===== src/rtl/irq_ctx_pkg.sv =====
package irq_ctx_pkg;
  localparam int NUM_CLASSES    = 2;
  localparam int REGS_PER_CLASS = 2;
  localparam int NUM_REGS       = NUM_CLASSES * REGS_PER_CLASS;

  typedef enum logic {
    CLS_NONCRIT = 1'b0,
    CLS_CRIT    = 1'b1
  } irq_cls_e;
endpackage


===== src/rtl/irq_ctx_pair.sv =====
module irq_ctx_pair #(
  parameter int DATA_W    = 32,
  parameter int ALIGN_LSB = 2
) (
  input  logic              clk,
  input  logic              rst_n,
  input  logic              cap_en,
  input  logic [DATA_W-1:0] cap_addr,
  input  logic [DATA_W-1:0] cap_msr,
  input  logic              wr_addr_en,
  input  logic              wr_msr_en,
  input  logic [DATA_W-1:0] wr_data,
  output logic [DATA_W-1:0] addr_q,
  output logic [DATA_W-1:0] msr_q
);
  localparam logic [DATA_W-1:0] AMASK = ~((DATA_W'(1) << ALIGN_LSB) - DATA_W'(1));

  always_ff @(posedge clk) begin
    if (!rst_n) begin
      addr_q <= '0;
      msr_q  <= '0;
    end else if (cap_en) begin
      addr_q <= cap_addr & AMASK;
      msr_q  <= cap_msr;
    end else begin
      if (wr_addr_en) addr_q <= wr_data & AMASK;
      if (wr_msr_en)  msr_q  <= wr_data;
    end
  end
endmodule


===== src/rtl/irq_ctx_spr_dec.sv =====
module irq_ctx_spr_dec
  import irq_ctx_pkg::*;
#(
  parameter int SPR_AW = 10,
  parameter int A0 = 26,
  parameter int A1 = 27,
  parameter int A2 = 990,
  parameter int A3 = 991
) (
  input  logic [SPR_AW-1:0]   spr_addr,
  output logic [NUM_REGS-1:0] hit
);
  localparam logic [SPR_AW-1:0] MAP [NUM_REGS] =
    '{SPR_AW'(A0), SPR_AW'(A1), SPR_AW'(A2), SPR_AW'(A3)};

  always_comb begin
    for (int k = 0; k < NUM_REGS; k++) hit[k] = (spr_addr == MAP[k]);
  end
endmodule


===== src/rtl/irq_ctx_save.sv =====
module irq_ctx_save
  import irq_ctx_pkg::*;
#(
  parameter int DATA_W     = 32,
  parameter int SPR_AW     = 10,
  parameter int INSN_BYTES = 4,
  parameter int SPR_SAVE0  = 26,
  parameter int SPR_SAVE1  = 27,
  parameter int SPR_SAVE2  = 990,
  parameter int SPR_SAVE3  = 991
) (
  input  logic              clk,
  input  logic              rst_n,
  input  logic              irq_take,
  input  logic              irq_crit,
  input  logic [DATA_W-1:0] irq_pc,
  input  logic [DATA_W-1:0] irq_msr,
  input  logic              irq_next,
  input  logic              ret_nc,
  input  logic              ret_crit,
  output logic              redir_valid,
  output logic [DATA_W-1:0] redir_addr,
  output logic              msr_load,
  output logic [DATA_W-1:0] msr_value,
  input  logic              spr_rd,
  input  logic              spr_wr,
  input  logic [SPR_AW-1:0] spr_addr,
  input  logic [DATA_W-1:0] spr_wdata,
  input  logic              spr_priv,
  output logic [DATA_W-1:0] spr_rdata,
  output logic              priv_fault
);
  localparam int ALIGN_LSB = $clog2(INSN_BYTES);

  logic [NUM_REGS-1:0] hit;
  logic [NUM_REGS-1:0] wr_en;
  logic [DATA_W-1:0]   ret_addr;
  logic [DATA_W-1:0]   addr_q [NUM_CLASSES];
  logic [DATA_W-1:0]   msr_q  [NUM_CLASSES];
  irq_cls_e            ret_sel;

  // Observation points for the bound checker
  logic [DATA_W-1:0] s_addr_nc, s_msr_nc, s_addr_cr, s_msr_cr;

  irq_ctx_spr_dec #(
    .SPR_AW(SPR_AW), .A0(SPR_SAVE0), .A1(SPR_SAVE1), .A2(SPR_SAVE2), .A3(SPR_SAVE3)
  ) u_dec (
    .spr_addr(spr_addr),
    .hit     (hit)
  );

  assign priv_fault = (spr_rd | spr_wr) & (|hit) & ~spr_priv;
  assign wr_en      = (spr_wr && spr_priv) ? hit : '0;
  assign ret_addr   = irq_pc + (irq_next ? DATA_W'(INSN_BYTES) : '0);

  for (genvar g = 0; g < NUM_CLASSES; g++) begin : g_pair
    irq_ctx_pair #(.DATA_W(DATA_W), .ALIGN_LSB(ALIGN_LSB)) u_pair (
      .clk       (clk),
      .rst_n     (rst_n),
      .cap_en    (irq_take && (irq_crit == g[0])),
      .cap_addr  (ret_addr),
      .cap_msr   (irq_msr),
      .wr_addr_en(wr_en[g*REGS_PER_CLASS]),
      .wr_msr_en (wr_en[g*REGS_PER_CLASS+1]),
      .wr_data   (spr_wdata),
      .addr_q    (addr_q[g]),
      .msr_q     (msr_q[g])
    );
  end

  always_comb begin
    spr_rdata = '0;
    if (spr_rd && spr_priv) begin
      for (int k = 0; k < NUM_REGS; k++) begin
        if (hit[k]) spr_rdata = (k % REGS_PER_CLASS == 1) ? msr_q[k / REGS_PER_CLASS]
                                                          : addr_q[k / REGS_PER_CLASS];
      end
    end
  end

  // Critical return has priority over a simultaneous noncritical one
  assign ret_sel     = ret_crit ? CLS_CRIT : CLS_NONCRIT;
  assign redir_valid = ret_nc | ret_crit;
  assign msr_load    = redir_valid;
  assign redir_addr  = redir_valid ? addr_q[ret_sel] : '0;
  assign msr_value   = redir_valid ? msr_q[ret_sel]  : '0;

  assign s_addr_nc = addr_q[CLS_NONCRIT];
  assign s_msr_nc  = msr_q[CLS_NONCRIT];
  assign s_addr_cr = addr_q[CLS_CRIT];
  assign s_msr_cr  = msr_q[CLS_CRIT];
endmodule


===== config.mk =====
export PLATFORM = sky130hd
export DESIGN_NAME = irq_ctx_save
export DESIGN_NICKNAME = d
export VERILOG_FILES = /design/src/rtl/irq_ctx_pkg.sv /design/src/rtl/irq_ctx_pair.sv /design/src/rtl/irq_ctx_spr_dec.sv /design/src/rtl/irq_ctx_save.sv
export SDC_FILE = /design/constraint.sdc
export NUM_CORES = 1
export LEC_CHECK = 0
export BUFFER_PORTS_ARGS = -buffer_cell sky130_fd_sc_hd__clkbuf_2
export CAP_MARGIN = 40
export CORE_MARGIN = 2
export CORE_UTILIZATION = 50
export CTS_CLUSTER_SIZE = 8
export DETAILED_ROUTE_END_ITERATION = 12
export GPL_ROUTABILITY_DRIVEN = 0
export MAX_ROUTING_LAYER = met4
export PLACE_DENSITY = 0.82
export SYNTH_ARGS = -nofsm -noshare
export SYNTH_HDL_FRONTEND = slang
export SYNTH_SLANG_ARGS = --single-unit

===== constraint.sdc =====
create_clock -name clk -period 3.65 [get_ports clk]
set_input_delay 0.365 -clock clk [delete_from_list [all_inputs] [get_ports clk]]
set_output_delay 0.365 -clock clk [all_outputs]
set_load 0.05 [all_outputs]

==> Word-level counts from Yosys, hierarchy flattened <==
Index checks and enable logic that the tools add are counted.
{ "totals": {"word_cells": 50, "input_bits": 116, "output_inout_bits": 99, "register_bits": 124} }
{ "op_classes": {"bitwise_logic": 7, "eq_ne": 4, "n_lt_le_gt_ge": 1, "n_reduce_logical": 9, "muxes": 24, "n_addsub": 1} }
{ "ops": {"columns": ["operator", "n"], "rows": [
  ["32-bit two-way mux", 21],
  ["32-bit by 3-bit adder with 32-bit output", 1],
  ["10-bit equality test (second input constant)", 2],
  ["10-bit by 5-bit equality test with 1-bit output (second input constant)", 2],
  ["2-bit nonzero test", 4],
  ["1-bit logical AND", 4],
  ["4-bit two-way mux", 1],
  ["4-bit OR reduction", 1],
  ["3-bit two-way mux", 1],
  ["1-bit AND", 2],
  ["2-bit >= comparator (second input constant)", 1],
  ["1-bit inverter", 2],
  ["1-bit inverter with 2-bit output", 1],
  ["1-bit bitwise OR", 2],
  ["1-bit two-way mux", 1]
]} }

==> Depth between registers and ports, before layout <==
{ "depth": {"ltp_word": 6, "mapped_depth": 8, "mapped_depth_nobuf": 7} }

==> By module <==
From an unflattened synthesis, not the netlist that was laid out.
{ "hier_totals": {"hier_cells": 956, "area_unflattened_um2": 8927.3} }
{ "modules_own_cells": {"columns": ["mod", "seq_area_each_um2", "cells_per_inst", "n_inst", "area_per_inst_um2"], "rows": [
  ["irq_ctx_pair", 1241.2, 278, 2, 3279.4],
  ["irq_ctx_save", 0.0, 391, 1, 2311.0],
  ["irq_ctx_spr_dec", 0.0, 9, 1, 57.6]
]} }

==> Worst setup path before layout <==
Ideal clock, no wire load.
{ "synth_path": {"kind": "in2out", "startpoint": "input port spr_addr[9]", "endpoint": "output port priv_fault", "setup_slack_ns": -0.428, "t_arrival_ns": 3.713, "path_buffers": 1, "path_stages": 4, "required_time_ns": 3.285, "cell_sequence": "or4_4 > or2_1 > buf_2 > a2111oi_0"} }
{ "synth_via": {"elab_chain_len": 4, "word_cells_on_any_way": 7, "classes_between": "eq/ne (4); bitwise (2); reduce/logical (1)"} }
{ "synth_rtl": {"columns": ["element", "line_no", "text"], "rows": [
  ["start, declared", "irq_ctx_save.sv:27", "input logic [SPR_AW-1:0] spr_addr,"],
  ["10-bit by 5-bit equality test with 1-bit output / 10-bit equality test (equally long branches)", "irq_ctx_spr_dec.sv:17", "for (int k = 0; k < NUM_REGS; k++) hit[k] = (spr_addr == MAP[k]);"],
  ["4-bit OR reduction (*)", "irq_ctx_save.sv:52", "assign priv_fault = (spr_rd | spr_wr) & (|hit) & ~spr_priv;"],
  ["1-bit AND (*) (2 in series)", "irq_ctx_save.sv:52", null],
  ["end, declared", "irq_ctx_save.sv:31", "output logic priv_fault"]
]} }
Every way passes the cells marked *; elsewhere a longest branch is shown, timed or not.

==> Final worst setup path <==
{ "layout_path": {"startpoint": "input port spr_addr[9]", "endpoint": "output port spr_rdata[20]"} }
{ "layout_via": {"elab_chain_len": 6, "word_cells_on_any_way": 9, "classes_between": "eq/ne (4); mux (5)"} }
{ "layout_rtl": {"columns": ["element", "line_no", "text"], "rows": [
  ["10-bit by 5-bit equality test with 1-bit output", "irq_ctx_spr_dec.sv:17", null],
  ["32-bit two-way mux (3 in series)", "irq_ctx_save.sv:75", "if (hit[k]) spr_rdata = (k % REGS_PER_CLASS == 1) ? msr_q[k / REGS_PER_CLASS]"],
  ["32-bit two-way mux (*)", "irq_ctx_save.sv:75", null],
  ["32-bit two-way mux (*)", "irq_ctx_save.sv:73", "if (spr_rd && spr_priv) begin"],
  ["end, declared", "irq_ctx_save.sv:30", "output logic [DATA_W-1:0] spr_rdata,"]
]} }
Marked as above.

==> metrics.log <==
INFO  metric maximum_number_of_pins_on_one_net_before_global_route_repair = 72
INFO  metric timing.critical_path.from_type = input port
INFO  metric compound_gate_fraction_of_synth_area = 24.4%
INFO  metric end_kind = output port
INFO  metric cts_repair_resize_count = 0
INFO  metric coreArea = 0.0157 mm2
INFO  metric yosys.area_share.simple = 23.9%
INFO  metric detail_route.drc_violations = 0
INFO  metric antenna_found_initial = 0
INFO  metric place_inst = 1463
INFO  metric mappedNetlistArea = 0.00798 mm2
INFO  metric path_class = input port to output port
INFO  metric cp_data_arrival_time = 2490 ps
INFO  metric tritoncts = yes
INFO  metric post-cts-setup-buffer-count = 0
INFO  metric final_antenna_net_count = 0
INFO  metric run_status = finished, final reports clean
INFO  metric grt_remaining_overflow = 0
INFO  metric min_path_type = input port to flop
INFO  metric clk_root_buffer_cell = sky130_fd_sc_hd__clkbuf_16
INFO  metric insertion_delay = 430 ps
INFO  metric power_leakage = 4.07 nW
INFO  metric place_worst_setup_slack = 805 ps
INFO  metric synthCells = 1113
INFO  metric floorplan.die.height = 130 um
INFO  metric first_iter_violations = 932
INFO  metric first_pass_iters = 7
INFO  metric multi_input_gate_area = 0.00508 mm2
INFO  metric grt_first_pass_wirelength = 42300 um
INFO  metric area.growth.synth_to_final = 21.7%
INFO  metric hold_viol_final = 0
INFO  metric grt_setup_unrepaired = no
INFO  metric initial_core_util = 50.8%
INFO  metric synth_cell_type_count = 45
INFO  metric antennaDiodeCount = 0
INFO  metric worst_case_clock_skew = 0 ps
INFO  metric avg_vias_per_cell = 6.10
INFO  metric synth_xor_xnor_area_share = 3.07%
INFO  metric finish.instance_area = 0.00972 mm2
INFO  metric setup_tns = 0 ps
INFO  metric clk_transition_reported_paths = 60 ps
INFO  metric drt-total-wl = 27700 um
INFO  metric setup_slack = 800 ps
INFO  metric max_fo_critical_path = 17
INFO  metric post-route-period-util = 78.1%
INFO  metric achievable-frequency = 0.351 GHz
INFO  metric postPlaceCellArea = 0.00916 mm2
INFO  metric report.final.slew_viol_count = 0
INFO  metric finish.utilization = 61.8%
INFO  metric synthMuxAreaShare = 11.4%
INFO  metric worst_hold_slack = 210 ps
INFO  metric seq_cell_area = 0.00248 mm2
INFO  metric layout.nets = 1384
INFO  metric clockBufferDepth = 2
INFO  metric yosys.area_share.adder = 0.314%
INFO  metric postSynthRegisterBits = 124
INFO  metric required = 3280 ps
INFO  metric period_needed = 2850 ps
INFO  metric synth_top_family_by_area = compound AO/OA/AOI/OAI gates
INFO  metric die_width = 130 um
INFO  metric synth_seq_area_share = 31.1%
INFO  metric finalSetupViolCount = 0
INFO  metric wire_per_inst = 18.5 um
INFO  metric worst_pin_slew = 833 ps
INFO  metric power = 3.84 mW
INFO  metric max_cap_violations = 0
INFO  metric vdd_ir_drop_max = 0.000336 V
INFO  metric finish.cell_count_without_fillers = 1495
INFO  metric pwr_density_cell = 396 mW/mm2
INFO  metric filler_cell_count = 1393
INFO  metric clock-sinks = 124
INFO  metric synthesis.yosys.warnings = 0
INFO  metric tritoncts.num_buffers = 17
INFO  metric vias = 9124
INFO  metric first_global_vias = 8270
INFO  metric drive_above_1_share = 23.3%
INFO  metric cts.htree.levels = 4
INFO  metric floorplan.die_area = 0.0170 mm2
INFO  metric io_buffers = 210
INFO  metric placed_wire_length_estimate = 18300 um
INFO  metric synth.avg_cell_area = 7.17 um2
INFO  metric ioPinCount = 215
INFO  metric timing.slew.headroom = 44.5%
INFO  metric std_cell_rows = 46
INFO  metric groute.usage.overall = 32.9%
INFO  metric postCtsHoldBufs = 0
[where the power goes]
group	total (mW)	switching (mW)	internal, mW	leakage, nW
Clock	1.61	0.613	0.998	0.283
Combinational	0.710	0.485	0.225	2.76
Sequential	1.52	0.0753	1.45	1.02
Total	3.84	1.17	2.67	4.07
[cell usage in the layout, fill, tap and decap left out, drive strengths merged, types with 28 or more instances in the layout]
master,instances
nand2,316
clkbuf,232
o21ai,150
dfxtp,124
mux2i,64
a31oi,64
nor2,41
buf,29
o2bb2ai,28
a22oi,28
[layer usage]
layer | up-vias | global-route usage, % | part of all wire (%)
li1 | 4230 | - | -
met1 | 4194 | 41.2 | 40
met2 | 592 | 50.2 | 45
met3 | 108 | 6.27 | 9.8
met4 | 0 | 18.1 | 4.6
met5 | - | - | 0
[worst max-delay path, stage by stage]
cell,delay (ps)
sky130_fd_sc_hd__clkbuf_2,90
sky130_fd_sc_hd__or4_4,580
sky130_fd_sc_hd__or2_1,330
sky130_fd_sc_hd__nor3_4,200
sky130_fd_sc_hd__buf_4,320
sky130_fd_sc_hd__a22oi_1,170
sky130_fd_sc_hd__nor2_1,130
sky130_fd_sc_hd__clkbuf_2,300
[cells in the mapped netlist, drive strengths merged]
cell type / count / area (um2)
nand2: 316 / 1190
o21ai: 150 / 751
dfxtp: 124 / 2480
clkbuf: 79 / 297
a31oi: 64 / 400
mux2i: 64 / 641
nor2: 41 / 156
a22oi: 28 / 210
o2bb2ai: 28 / 245
and3: 27 / 169
buf: 25 / 144
a21oi: 24 / 120
mux2: 24 / 270
nand3: 19 / 95.1
o211a: 16 / 160
xor2: 16 / 140
nor4: 12 / 81.3
xnor2: 12 / 105
nand4: 6 / 37.5
nor3: 5 / 36.3
or2: 5 / 31.3
and4: 4 / 35.0
inv: 4 / 15.0
a21o: 2 / 15.0
a222oi: 2 / 20.0
a32oi: 2 / 17.5
and2: 2 / 12.5
ha: 2 / 25.0
or4: 2 / 22.5
a2111oi: 1 / 8.76
and4b: 1 / 10.0
conb: 1 / 3.75
nand2b: 1 / 6.26
nand3b: 1 / 7.51
nand4b: 1 / 8.76
nor2b: 1 / 6.26
nor3b: 1 / 7.51
[state kept, by name (all words and copies together) (netlist names)]
name and flops:
g_pair.u_pair.msr_q 64, g_pair.u_pair.addr_q 60
[area by class of cell]
class / instances / area share (%)
Multi-Input combinational cell: 882 / 52.3
Sequential cell: 124 / 25.6
Tap cell: 216 / 2.78
Timing Repair Buffer: 237 / 13.5
Clock buffer: 24 / 5.06
Clock inverter: 8 / 0.670
Inverter: 4 / 0.155
[logic make-up (layout without fill, tap and decap cells)]
| kind of cell | after synthesis | after routing |
|---|---|---|
| compound gates | 317 | 317 |
| fa+ha+maj | 2 | 2 |
| mux | 88 | 88 |
| flops | 124 | 124 |
| xor+xnor | 28 | 28 |
| other cells | 1 | 2 |
| simple gates | 445 | 445 |
| buf+inv | 108 | 273 |
[final timing paths]
check	from	endpoint	slack, ps	cells after the start
setup reg to reg	g_pair[1].u_pair.addr_q[25]	g_pair[1].u_pair.addr_q[25]	2620	3
hold / removal	spr_wdata[1]	g_pair[1].u_pair.msr_q[1]	210	3
hold reg to reg	g_pair[1].u_pair.msr_q[29]	g_pair[1].u_pair.msr_q[29]	480	2
setup / recovery	spr_addr[9]	spr_rdata[20]	800	8
Power figures use the tool's default switching activity.
